$ cat config.mk
export PLATFORM = sky130hd
export DESIGN_NAME = rxf_fill_ctrl
export DESIGN_NICKNAME = d
export VERILOG_FILES = /design/src/rtl/rxf_pkg.sv /design/src/rtl/rxf_byte_asm.sv /design/src/rtl/rxf_fifo.sv /design/src/rtl/rxf_irq_route.sv /design/src/rtl/rxf_fill_ctrl.sv
export SDC_FILE = /design/constraint.sdc
export NUM_CORES = 1
export LEC_CHECK = 0
export BUFFER_PORTS_ARGS = -buffer_cell sky130_fd_sc_hd__buf_2
export CAP_MARGIN = 20
export CELL_PAD_IN_SITES_DETAIL_PLACEMENT = 0
export CELL_PAD_IN_SITES_GLOBAL_PLACEMENT = 2
export CORE_MARGIN = 8
export CORE_UTILIZATION = 45
export DETAILED_ROUTE_END_ITERATION = 6
export GPL_TIMING_DRIVEN = 0
export PLACE_DENSITY_LB_ADDON = 0.1
export SLEW_MARGIN = 0
export SYNTH_ARGS = -nofsm -noshare
export SYNTH_HDL_FRONTEND = slang
export SYNTH_SLANG_ARGS = --single-unit
$ cat constraint.sdc
create_clock -name clk -period 3.4 [get_ports clk]
set_clock_uncertainty 0.15 [all_clocks]
set_input_delay 0.17 -clock clk [delete_from_list [all_inputs] [get_ports clk]]
set_output_delay 0.17 -clock clk [all_outputs]
set_load 0.05 [all_outputs]
$ cat src/rtl/rxf_pkg.sv
`timescale 1ns/1ps
package rxf_pkg;

    localparam logic [1:0] ADDR_CFG  = 2'd0;
    localparam logic [1:0] ADDR_FILL = 2'd1;
    localparam logic [1:0] ADDR_DATA = 2'd2;

    typedef struct packed {
        logic [1:0] rx_sel0;
        logic [1:0] rx_sel1;
        logic       tx_sel1;
    } irq_cfg_t;

    typedef struct packed {
        logic full;
        logic not_empty;
        logic wr_strobe;
    } fifo_evt_t;

endpackage

$ cat src/rtl/rxf_byte_asm.sv
`timescale 1ns/1ps
module rxf_byte_asm #(
    parameter int BYTE_W = 8
) (
    input  logic              clk,
    input  logic              rst_n,
    input  logic              bit_clk,
    input  logic              bit_data,
    input  logic              fill_active,
    output logic              push,
    output logic [BYTE_W-1:0] push_data,
    output logic              wr_strobe
);
    localparam int CNT_W = $clog2(BYTE_W);
    localparam logic [CNT_W-1:0] LAST = CNT_W'(BYTE_W - 1);

    typedef struct packed {
        logic              bclk;
        logic [BYTE_W-1:0] shreg;
        logic [CNT_W-1:0]  cnt;
        logic              strobe;
    } asm_state_t;

    asm_state_t q, d;
    logic rise;

    always_comb begin
        d         = q;
        d.bclk    = bit_clk;
        d.strobe  = 1'b0;
        rise      = bit_clk & ~q.bclk;
        push      = 1'b0;
        push_data = {q.shreg[BYTE_W-2:0], bit_data};
        if (!fill_active) begin
            d.cnt = '0;
        end else if (rise) begin
            d.shreg = push_data;
            if (q.cnt == LAST) begin
                push     = 1'b1;
                d.cnt    = '0;
                d.strobe = 1'b1;
            end else begin
                d.cnt = q.cnt + 1'b1;
            end
        end
    end

    always_ff @(posedge clk or negedge rst_n) begin
        if (!rst_n) q <= '0;
        else        q <= d;
    end

    assign wr_strobe = q.strobe;

    p_idle_align_r3: assert property (@(posedge clk) disable iff (!rst_n)
        !fill_active |=> q.cnt == '0);
    p_strobe_single_r12: assert property (@(posedge clk) disable iff (!rst_n)
        wr_strobe |=> !wr_strobe);

endmodule

$ cat src/rtl/rxf_fifo.sv
`timescale 1ns/1ps
module rxf_fifo #(
    parameter int DEPTH = 16,
    parameter int W     = 8
) (
    input  logic         clk,
    input  logic         rst_n,
    input  logic         push,
    input  logic [W-1:0] push_data,
    input  logic         pop_req,
    input  logic         flush,
    output logic [W-1:0] head,
    output logic         full,
    output logic         not_empty,
    output logic         dropped
);
    localparam int PTR_W = $clog2(DEPTH);
    localparam int CNT_W = $clog2(DEPTH + 1);
    localparam logic [CNT_W-1:0] CNT_FULL = CNT_W'(DEPTH);
    localparam logic [PTR_W-1:0] PTR_LAST = PTR_W'(DEPTH - 1);

    typedef struct packed {
        logic [DEPTH-1:0][W-1:0] mem;
        logic [PTR_W-1:0]        wr;
        logic [PTR_W-1:0]        rd;
        logic [CNT_W-1:0]        cnt;
    } fifo_state_t;

    fifo_state_t q, d;
    logic pop, push_ok;

    always_comb begin
        d       = q;
        pop     = pop_req && (q.cnt != '0);
        push_ok = push && ((q.cnt != CNT_FULL) || pop) && !flush;
        dropped = push && !push_ok && !flush;
        if (flush) begin
            d.wr  = '0;
            d.rd  = '0;
            d.cnt = '0;
        end else begin
            if (push_ok) begin
                d.mem[q.wr] = push_data;
                d.wr        = (q.wr == PTR_LAST) ? '0 : q.wr + 1'b1;
            end
            if (pop) begin
                d.rd = (q.rd == PTR_LAST) ? '0 : q.rd + 1'b1;
            end
            d.cnt = q.cnt + CNT_W'(push_ok) - CNT_W'(pop);
        end
    end

    always_ff @(posedge clk or negedge rst_n) begin
        if (!rst_n) q <= '0;
        else        q <= d;
    end

    assign head      = q.mem[q.rd];
    assign full      = (q.cnt == CNT_FULL);
    assign not_empty = (q.cnt != '0);

    p_no_overflow_r6: assert property (@(posedge clk) disable iff (!rst_n)
        q.cnt <= CNT_FULL);
    p_empty_pop_r8: assert property (@(posedge clk) disable iff (!rst_n)
        (pop_req && q.cnt == '0 && !push && !flush) |=> q.cnt == '0);
    p_flush_empties_r7: assert property (@(posedge clk) disable iff (!rst_n)
        flush |=> !not_empty);

endmodule

$ cat src/rtl/rxf_irq_route.sv
`timescale 1ns/1ps
module rxf_irq_route
    import rxf_pkg::*;
(
    input  logic      tx_mode,
    input  logic      buffered,
    input  irq_cfg_t  cfg,
    input  fifo_evt_t evt,
    input  logic      pattern_hit,
    input  logic      rssi_irq,
    input  logic      tx_stopped,
    input  logic      bit_clk,
    output logic      irq0,
    output logic      irq1
);
    always_comb begin
        irq0 = 1'b0;
        irq1 = bit_clk;
        if (tx_mode) begin
            if (buffered) begin
                irq0 = evt.not_empty;
                irq1 = cfg.tx_sel1 ? tx_stopped : evt.full;
            end
        end else if (!buffered) begin
            irq0 = (cfg.rx_sel0 == 2'b01) ? rssi_irq : pattern_hit;
        end else begin
            unique case (cfg.rx_sel0)
                2'b00:   irq0 = 1'b0;
                2'b01:   irq0 = evt.wr_strobe;
                2'b10:   irq0 = evt.not_empty;
                default: irq0 = pattern_hit;
            endcase
            unique case (cfg.rx_sel1)
                2'b00:   irq1 = 1'b0;
                2'b01:   irq1 = evt.full;
                default: irq1 = rssi_irq;
            endcase
        end
    end
endmodule

$ cat src/rtl/rxf_fill_ctrl.sv
`timescale 1ns/1ps
module rxf_fill_ctrl
    import rxf_pkg::*;
#(
    parameter int FIFO_DEPTH = 16
) (
    input  logic       clk,
    input  logic       rst_n,
    input  logic       bit_clk,
    input  logic       bit_data,
    input  logic       pattern_hit,
    input  logic       rssi_irq,
    input  logic       tx_stopped,
    input  logic       tx_mode,
    input  logic       buffered,
    input  logic       reg_wr,
    input  logic       reg_rd,
    input  logic [1:0] reg_addr,
    input  logic [7:0] reg_wdata,
    output logic [7:0] reg_rdata,
    output logic       irq0,
    output logic       irq1
);
    localparam int BYTE_W = 8;

    typedef struct packed {
        irq_cfg_t cfg;
        logic     fill_mode;
        logic     start_flag;
        logic     overrun;
    } ctrl_state_t;

    ctrl_state_t q, d;

    logic              wr_cfg, wr_fill, pop_req, flush;
    logic              push, dropped;
    logic [BYTE_W-1:0] push_data, head;
    fifo_evt_t         evt;

    assign wr_cfg  = reg_wr && (reg_addr == ADDR_CFG);
    assign wr_fill = reg_wr && (reg_addr == ADDR_FILL);
    assign pop_req = reg_rd && (reg_addr == ADDR_DATA);
    assign flush   = wr_cfg && reg_wdata[0];

    always_comb begin
        d = q;
        if (dropped) d.overrun = 1'b1;
        if (flush)   d.overrun = 1'b0;
        if (wr_cfg) begin
            d.cfg.rx_sel0 = reg_wdata[7:6];
            d.cfg.rx_sel1 = reg_wdata[5:4];
            d.cfg.tx_sel1 = reg_wdata[3];
        end
        if (!q.fill_mode && pattern_hit) d.start_flag = 1'b1;
        if (wr_fill) begin
            d.fill_mode = reg_wdata[7];
            if (reg_wdata[7])      d.start_flag = reg_wdata[6];
            else if (reg_wdata[6]) d.start_flag = 1'b0;
        end
    end

    always_ff @(posedge clk or negedge rst_n) begin
        if (!rst_n) q <= '0;
        else        q <= d;
    end

    always_comb begin
        unique case (reg_addr)
            ADDR_CFG:  reg_rdata = {q.cfg.rx_sel0, q.cfg.rx_sel1, q.cfg.tx_sel1,
                                    evt.full, evt.not_empty, q.overrun};
            ADDR_FILL: reg_rdata = {q.fill_mode, q.start_flag, 6'b0};
            ADDR_DATA: reg_rdata = evt.not_empty ? head : 8'h00;
            default:   reg_rdata = 8'h00;
        endcase
    end

    rxf_byte_asm #(.BYTE_W(BYTE_W)) u_asm (
        .clk         (clk),
        .rst_n       (rst_n),
        .bit_clk     (bit_clk),
        .bit_data    (bit_data),
        .fill_active (q.start_flag),
        .push        (push),
        .push_data   (push_data),
        .wr_strobe   (evt.wr_strobe)
    );

    rxf_fifo #(.DEPTH(FIFO_DEPTH), .W(BYTE_W)) u_fifo (
        .clk       (clk),
        .rst_n     (rst_n),
        .push      (push),
        .push_data (push_data),
        .pop_req   (pop_req),
        .flush     (flush),
        .head      (head),
        .full      (evt.full),
        .not_empty (evt.not_empty),
        .dropped   (dropped)
    );

    rxf_irq_route u_route (
        .tx_mode     (tx_mode),
        .buffered    (buffered),
        .cfg         (q.cfg),
        .evt         (evt),
        .pattern_hit (pattern_hit),
        .rssi_irq    (rssi_irq),
        .tx_stopped  (tx_stopped),
        .bit_clk     (bit_clk),
        .irq0        (irq0),
        .irq1        (irq1)
    );

    p_ovr_sticky_r7: assert property (@(posedge clk) disable iff (!rst_n)
        (q.overrun && !flush) |=> q.overrun);
    p_pattern_sets_r3: assert property (@(posedge clk) disable iff (!rst_n)
        (!q.fill_mode && pattern_hit && !wr_fill) |=> q.start_flag);
    p_sw_ignores_hit_r5: assert property (@(posedge clk) disable iff (!rst_n)
        (q.fill_mode && !wr_fill) |=> $stable(q.start_flag));
    p_tx_unbuf_low_r11: assert property (@(posedge clk) disable iff (!rst_n)
        (tx_mode && !buffered) |-> !irq0);

endmodule

==> impl_summary.log, run 1 <==
[metrics] result of the run: complete, no violations
[metrics] number of cells on the worst reg-to-reg path: 12
[metrics] transition at the pin with the smallest max-transition slack: 802 ps
[metrics] via count of the first global-routing pass: 5188
[metrics] Tot GR Track Use: 0.184
[metrics] Total Nets Final: 654
[metrics] register bit count reported by yosys: 161
[metrics] die extent in x: 149 um
[metrics] Peak supply drop: 0.000370 V
[metrics] H-tree levels: 4
[metrics] cell area after placement: 8450 um^2
[metrics] ratio of total power to cell area: 571 nW/um^2
[metrics] CTS tree: built
[metrics] port bufs: 26
[metrics] ratio of cells with drive above 1 in the final layout: 0.388
[metrics] Skew-Pair Late Insertion Delay: 420 ps
[metrics] largest incremental delay on the critical path: 420 ps
[metrics] Crit path arrival time: 3360 ps
[metrics] number of core rows: 48
[metrics] Fmax: 0.315 GHz
[metrics] Setup CP Type: reg2reg
[metrics] final wirelength: 19.2 mm
[metrics] HPWL Detailed: 13.5 mm
[metrics] antenna fix cells: 0
[metrics] Seq/Total Area, Yosys: 0.503
[metrics] pin count of the biggest net entering global routing: 102
[metrics] count of mapped cells out of synthesis: 563
[metrics] count of vias placed by the detailed router: 4852
[metrics] total of fill cells in the finished design: 1504
[metrics] violation count after the first detailed-route iteration: 264
[metrics] launching element type of the critical path: flop
[metrics] number of antenna violations at the first check in global routing: 0
[metrics] average wire length per cell after detail routing: 22.4 um
[metrics] Avg Vias per Cell: 5.66
[metrics] largest cells by area after synthesis: sky130_fd_sc_hd__dfrtp_1 50%, sky130_fd_sc_hd__mux2_2 15%, sky130_fd_sc_hd__mux4_2 6.5%
[metrics] final number of hold-violating endpoints: 0
[metrics] minimum clock period: 3170 ps
[metrics] class of the tightest hold or removal check: in2reg
[metrics] cell seen most often among critical-path stages: sky130_fd_sc_hd__ha_1
[metrics] hold-critical path depth: 4
[metrics] overflow left after global routing: 0
[metrics] MaxCap Viol Count: 0
[metrics] sink count of the clock tree: 161
[metrics] fraction of registers with async set or reset after synthesis: 1.00
[metrics] Syn Nets: 598
[metrics] setup slack of the most critical reg-to-reg path: 230 ps
[metrics] synthesis warning total: 0
[metrics] main flop type after synthesis: sky130_fd_sc_hd__dfrtp_1
[metrics] average cell area after synthesis: 14.2 um^2
[metrics] crit path capture type: flop
[metrics] leakage dissipation: 4.33 nW
[metrics] hold slack: 47.6 ps
[metrics] Critical Path Stages: 12
[metrics] Initial Util: 0.461
[metrics] highest-count cells in the layout ignoring fill and taps: 161 x sky130_fd_sc_hd__dfrtp_1, 107 x sky130_fd_sc_hd__mux2_2, 33 x sky130_fd_sc_hd__buf_2
[metrics] library cell occupying the most area in the post-synthesis netlist: sky130_fd_sc_hd__dfrtp_1
[metrics] cell with the largest stage delay on the worst path: sky130_fd_sc_hd__fa_1
[metrics] Post-route DRC: 0
[metrics] Synth top area share: 0.503
[metrics] total non-filler cell area in the finished layout: 9140 um^2
[metrics] setup slack at placement: -209 ps
[metrics] CP max FO: 10
[metrics] root buffer selected by CTS: sky130_fd_sc_hd__clkbuf_16
[metrics] gate family responsible for the most delay along the worst path: adder cells
[metrics] largest buffer count on any clock path: 2
[metrics] most frequent standard cell in the layout excluding fill and tap cells: sky130_fd_sc_hd__dfrtp_1
[metrics] end point of the worst hold path: q[1]$_DFF_PN0_
[metrics] reg2reg end: u_fifo.q[4]$_DFF_PN0_
[metrics] layout-stage area growth over the synthesis result: 14.1%
[metrics] RSZ-0062 raised after global routing: no
[metrics] clock-pin slew reported for the worst setup and hold paths after clock tree synthesis: 70 ps
[metrics] Mapped Area: 8010 um^2
[metrics] PnR worst setup slack: 230 ps
[metrics] CP required: 3600 ps
[metrics] height of the chip: 149 um
[metrics] global placer's final weighted congestion: 0.785
[metrics] Worst slew margin: 0.465
[metrics] number of placed I/O pins: 31
[metrics] total setup violations reported at the end of the flow: 0
[metrics] first-pass iteration count of the detailed router: 4
[metrics] Placeable Area: 17400 um^2
[metrics] post-route clock period utilization: 0.932
[metrics] Die ar.: 22300 um^2
[metrics] Slew Limit Fails: 0
[metrics] critical-path cell list: ha_1, ha_1, and4b_1, a21boi_4, buf_6, nor2b_1, ha_1, fa_1, a21oi_1, nor2_1, or3_1, a21oi_1
[metrics] remaining antenna violation count: 0
[metrics] buffering stage count on the worst path with inverters included: 1
[metrics] r2r startpoint: u_asm.q[1]$_DFFE_PN0P_
[metrics] wire length of the first global-routing pass: 30.8 mm
[metrics] number of enable-type register cells in the synthesized netlist: 0
[metrics] distinct cell type count after synthesis: 57
[metrics] TritonCTS buffer count: 17
[metrics] worst hold start: pattern_hit
[cell usage after synthesis (2+ instances only)]
master,n
sky130_fd_sc_hd__o21ai_0,10
sky130_fd_sc_hd__clkbuf_1,14
sky130_fd_sc_hd__mux4_2,23
sky130_fd_sc_hd__and3_1,6
sky130_fd_sc_hd__o22a_1,2
sky130_fd_sc_hd__nor2b_1,11
sky130_fd_sc_hd__nand3_1,10
sky130_fd_sc_hd__nand3_4,5
sky130_fd_sc_hd__nand2b_1,2
sky130_fd_sc_hd__a211oi_1,2
sky130_fd_sc_hd__and2_1,5
sky130_fd_sc_hd__mux2_1,19
sky130_fd_sc_hd__buf_6,8
sky130_fd_sc_hd__mux2_2,107
sky130_fd_sc_hd__or3_1,2
sky130_fd_sc_hd__nand2_1,13
sky130_fd_sc_hd__buf_2,8
sky130_fd_sc_hd__a31oi_1,2
sky130_fd_sc_hd__xor2_1,2
sky130_fd_sc_hd__inv_1,10
sky130_fd_sc_hd__nand3b_1,3
sky130_fd_sc_hd__o22ai_1,2
sky130_fd_sc_hd__mux2_4,17
sky130_fd_sc_hd__ha_1,13
sky130_fd_sc_hd__xnor2_1,3
sky130_fd_sc_hd__a21oi_1,11
sky130_fd_sc_hd__dfrtp_1,161
sky130_fd_sc_hd__nor3b_1,2
sky130_fd_sc_hd__nor3_1,3
sky130_fd_sc_hd__mux2i_1,30
sky130_fd_sc_hd__buf_4,4
sky130_fd_sc_hd__a22oi_1,13
sky130_fd_sc_hd__nor2_1,16
[stage by stage]
stage / cells / TNS [ps] / total power [mW] / util
global placement: 814 / -54040 / 3.33 / 0.485
finish: 857 / 0 / 5.21 / 0.526
detailed placement: 815 / -209 / 3.37 / 0.487
floorplan: 563 / 0 / 2.96 / -
CTS: 856 / 0 / 5.26 / 0.525
global route: 857 / 0 / 5.48 / 0.526
[worst register-to-register path, delay by kind of cell (launching register included)]
kind / cells / cell delay (ps)
buffers and inverters: 1 / 190
adders and majority gates: 4 / 1060
DFF: 1 / 400
AOI/OAI and AO/OA: 3 / 500
and+or+nand+nor: 4 / 800
[what timing repair did]
action / CTS / global route
buffers inserted: 0 / 1
gates resized for setup: 1 / 2
hold buffers: 9 / 0
endpoints found under the setup margin: 1 / 1
endpoints found under the hold margin: 76 / 0
[flip-flops by register name (all words and copies together) (netlist names)]
name	cells
u_fifo.q	141
q	8
u_asm.push_data	7
u_asm.wr_strobe	1
u_asm.q	4
[logic make-up after synthesis]
| family | count (synthesis) | synth area share |
|---|---|---|
| mux | 196 | 0.311 |
| flops | 161 | 0.503 |
| simple gates | 91 | 0.0791 |
| compound gates | 52 | 0.0467 |
| buf+inv | 44 | 0.0313 |
| fa+ha+maj | 14 | 0.0228 |
| xor+xnor | 5 | 0.00547 |
[routing by layer]
layer,GRT usage,vias to the layer above,share of wire
met5,0,-,0
met4,0.0575,0,0.013
met3,0.0334,18,0.037
met2,0.278,85,0.47
met1,0.262,2551,0.48
li1,-,2198,-
[layout make-up]
cell class              instances  area [um^2]  area share
plain buffers                  34          213      0.0233
clock buffers                  19          453      0.0496
multi-input cells             358         3740       0.410
repair buffers                 37          262      0.0286
clock inverters                13          118      0.0129
well taps                     225          282      0.0308
flip-flops and latches        161         4030       0.441
inverters                      10         37.5     0.00411
[power by group]
part | internal [mW] | switching [mW]
clock | 1.00 | 0.861
sequential | 2.02 | 0.192
combinational | 0.443 | 0.690
total | 3.47 | 1.74
[worst max path at each step]
stage                     slack [ps]                       end              startpoint
after global routing              30     u_fifo.q[4]$_DFF_PN0_  u_asm.q[1]$_DFFE_PN0P_
final                            230     u_fifo.q[4]$_DFF_PN0_  u_asm.q[1]$_DFFE_PN0P_
after CTS                         50     u_fifo.q[4]$_DFF_PN0_   u_fifo.q[2]$_DFF_PN0_
after detailed placement        -210     u_fifo.q[4]$_DFF_PN0_   u_fifo.q[2]$_DFF_PN0_
after floorplan                  360     u_fifo.q[4]$_DFF_PN0_   u_fifo.q[3]$_DFF_PN0_
after global placement          -360  u_fifo.q[61]$_DFFE_PN0P_                   rst_n
Note: power is estimated with default switching activity, not from simulation.
==> run 2, diff against run 1 <==
CTS_CLUSTER_SIZE = 8   (was default)
HOLD_SLACK_MARGIN = 0.05   (was default)
PLACE_DENSITY = 0.84   (was default)
PLACE_DENSITY_LB_ADDON = default   (was 0.1)
==> run 2 against run 1 <==
  * Worst hold slack improved by 63 ps
  * Global-route usage rose by 0.43 points
  * Flip-flop and latch count stayed put
  * Cell count up 0.23%
  * Routed wire length rose by 2.0%
  * Total power is 3.0% higher
  * First-iteration DRC count grew 24%
  * Utilization up 0.41 points
  * Critical path depth unchanged
==> impl_summary.log, run 2 (synthesis gave the netlist of run 1 again) <==
[metrics] result of the run: complete, no violations
[metrics] launching element type of the critical path: flop
[metrics] root buffer selected by CTS: sky130_fd_sc_hd__clkbuf_16
[metrics] Slew Limit Fails: 0
[metrics] ratio of cells with drive above 1 in the final layout: 0.380
[metrics] port bufs: 26
[metrics] overflow left after global routing: 0
[metrics] gate family responsible for the most delay along the worst path: adder cells
[metrics] Skew-Pair Late Insertion Delay: 430 ps
[metrics] RSZ-0062 raised after global routing: no
[metrics] Crit path arrival time: 3330 ps
[metrics] antenna fix cells: 0
[metrics] largest incremental delay on the critical path: 410 ps
[metrics] Die ar.: 22300 um^2
[metrics] Tot GR Track Use: 0.188
[metrics] crit path capture type: flop
[metrics] remaining antenna violation count: 0
[metrics] wire length of the first global-routing pass: 31.4 mm
[metrics] count of vias placed by the detailed router: 4928
[metrics] cell with the largest stage delay on the worst path: sky130_fd_sc_hd__fa_1
[metrics] number of non-filler instances in the completed layout: 859
[metrics] Worst slew margin: 0.475
[metrics] height of the chip: 149 um
[metrics] number of core rows: 48
[metrics] TritonCTS buffer count: 17
[metrics] buffering stage count on the worst path with inverters included: 1
[metrics] final number of hold-violating endpoints: 0
[metrics] CP max FO: 10
[metrics] first-pass iteration count of the detailed router: 4
[metrics] Peak supply drop: 0.000378 V
[metrics] Design Power: 5.37 mW
[metrics] H-tree levels: 4
[metrics] CP required: 3600 ps
[metrics] Placeable Area: 17400 um^2
[metrics] post-route clock period utilization: 0.923
[metrics] Fmax: 0.319 GHz
[metrics] hold slack: 111 ps
[metrics] final wirelength: 19.6 mm
[metrics] critical-path cell list: ha_1, ha_1, and4b_1, a21boi_4, buf_6, nor2b_1, ha_1, fa_1, a21oi_1, nor2_1, or3_1, a21oi_1
[metrics] cell seen most often among critical-path stages: sky130_fd_sc_hd__ha_1
[metrics] pin count of the biggest net entering global routing: 88
[metrics] HPWL Detailed: 13.4 mm
[metrics] accumulated negative setup slack: 0 ps
[metrics] Setup CP Type: reg2reg
[metrics] highest-count cells in the layout ignoring fill and taps: 161 x sky130_fd_sc_hd__dfrtp_1, 107 x sky130_fd_sc_hd__mux2_2, 33 x sky130_fd_sc_hd__buf_2
[metrics] total of fill cells in the finished design: 1460
[metrics] total setup violations reported at the end of the flow: 0
[metrics] sink count of the clock tree: 161
[metrics] via count of the first global-routing pass: 5215
[metrics] MaxCap Viol Count: 0
[metrics] number of placed I/O pins: 31
[metrics] Final Core Density: 0.531
[metrics] Total Nets Final: 657
[metrics] clock-pin slew reported for the worst setup and hold paths after clock tree synthesis: 60 ps
[metrics] minimum clock period: 3140 ps
[metrics] layout-stage area growth over the synthesis result: 15.0%
[metrics] number of antenna violations at the first check in global routing: 0
[metrics] transition at the pin with the smallest max-transition slack: 788 ps
[metrics] register with the highest flop count: u_fifo.q
[metrics] die extent in x: 149 um
[metrics] ratio of total power to cell area: 583 nW/um^2
[metrics] class of the tightest hold or removal check: in2reg
[metrics] average wire length per cell after detail routing: 22.8 um
[metrics] largest buffer count on any clock path: 2
[metrics] number of placed instances, taps included: 815
[metrics] flip-flop count of the largest register, all copies and words added: 141
[metrics] CTS tree: built
[metrics] violation count after the first detailed-route iteration: 328
[metrics] Avg Vias per Cell: 5.74
[metrics] Post-route DRC: 0
[metrics] most frequent standard cell in the layout excluding fill and tap cells: sky130_fd_sc_hd__dfrtp_1
[metrics] Initial Util: 0.461
[metrics] leakage dissipation: 4.36 nW
[metrics] global placer's final weighted congestion: 0.828
## run 2: repair_timing
item	CTS	global route
hold buffers	12	0
resized for setup	1	0
hold endpoints to repair	91	0
endpoints found under the setup margin	2	0
buffers inserted	1	0
## run 2: stage by stage
stage / worst slack (ps) / instance area [um^2]
floorplan: 362 / 8010
global placement: -325 / 8420
detailed placement: -320 / 8450
CTS: 253 / 9210
global route: 103 / 9210
finish: 262 / 9210
## run 2: path summary, 6_finish.rpt
| check | start | cells after the start | to | slack [ps] |
|---|---|---|---|---|
| max | u_asm.q[1]$_DFFE_PN0P_ | 12 | u_fifo.q[4]$_DFF_PN0_ | 260 |
| min in group asynchronous | rst_n | 2 | u_fifo.q[2]$_DFF_PN0_ | 200 |
| max reg2reg | u_asm.q[1]$_DFFE_PN0P_ | 12 | u_fifo.q[4]$_DFF_PN0_ | 260 |
| min | reg_addr[0] | 3 | q[2]$_DFFE_PN0P_ | 110 |
| max in group asynchronous | rst_n | 3 | u_fifo.q[62]$_DFFE_PN0P_ | 2030 |
| min reg2reg | u_fifo.q[25]$_DFFE_PN0P_ | 1 | u_fifo.q[25]$_DFFE_PN0P_ | 340 |
## run 2: power breakdown
| part | internal (mW) | switching [mW] | leakage (nW) | total (mW) |
|---|---|---|---|---|
| Combinational | 0.446 | 0.697 | 1.86 | 1.14 |
| Clock | 1.22 | 0.794 | 0.298 | 2.01 |
| Sequential | 2.03 | 0.186 | 2.20 | 2.21 |
## run 2: layout make-up
type,count,area [um^2],share of cell area
Buffer,34,213,0.0231
Clock buffer,21,470,0.0511
Clock inverter,10,151,0.0164
Inverter,10,37.5,0.00408
Multi-Input combinational cell,358,3730,0.406
Sequential cell,161,4030,0.437
Tap cell,225,282,0.0306
Timing Repair Buffer,40,292,0.0317
## run 2: tightest hold or removal path, cell delays in order
cell and delay, ps:
sky130_fd_sc_hd__buf_4 160, sky130_fd_sc_hd__nand3b_1 150, sky130_fd_sc_hd__mux2_2 170
## run 2: layer usage
metal | part of all wire | vias to the layer above | global-route usage
li1 | - | 2200 | -
met1 | 0.46 | 2610 | 0.259
met2 | 0.48 | 92 | 0.294
met3 | 0.040 | 26 | 0.0328
met4 | 0.017 | 0 | 0.0646
met5 | 0 | - | 0
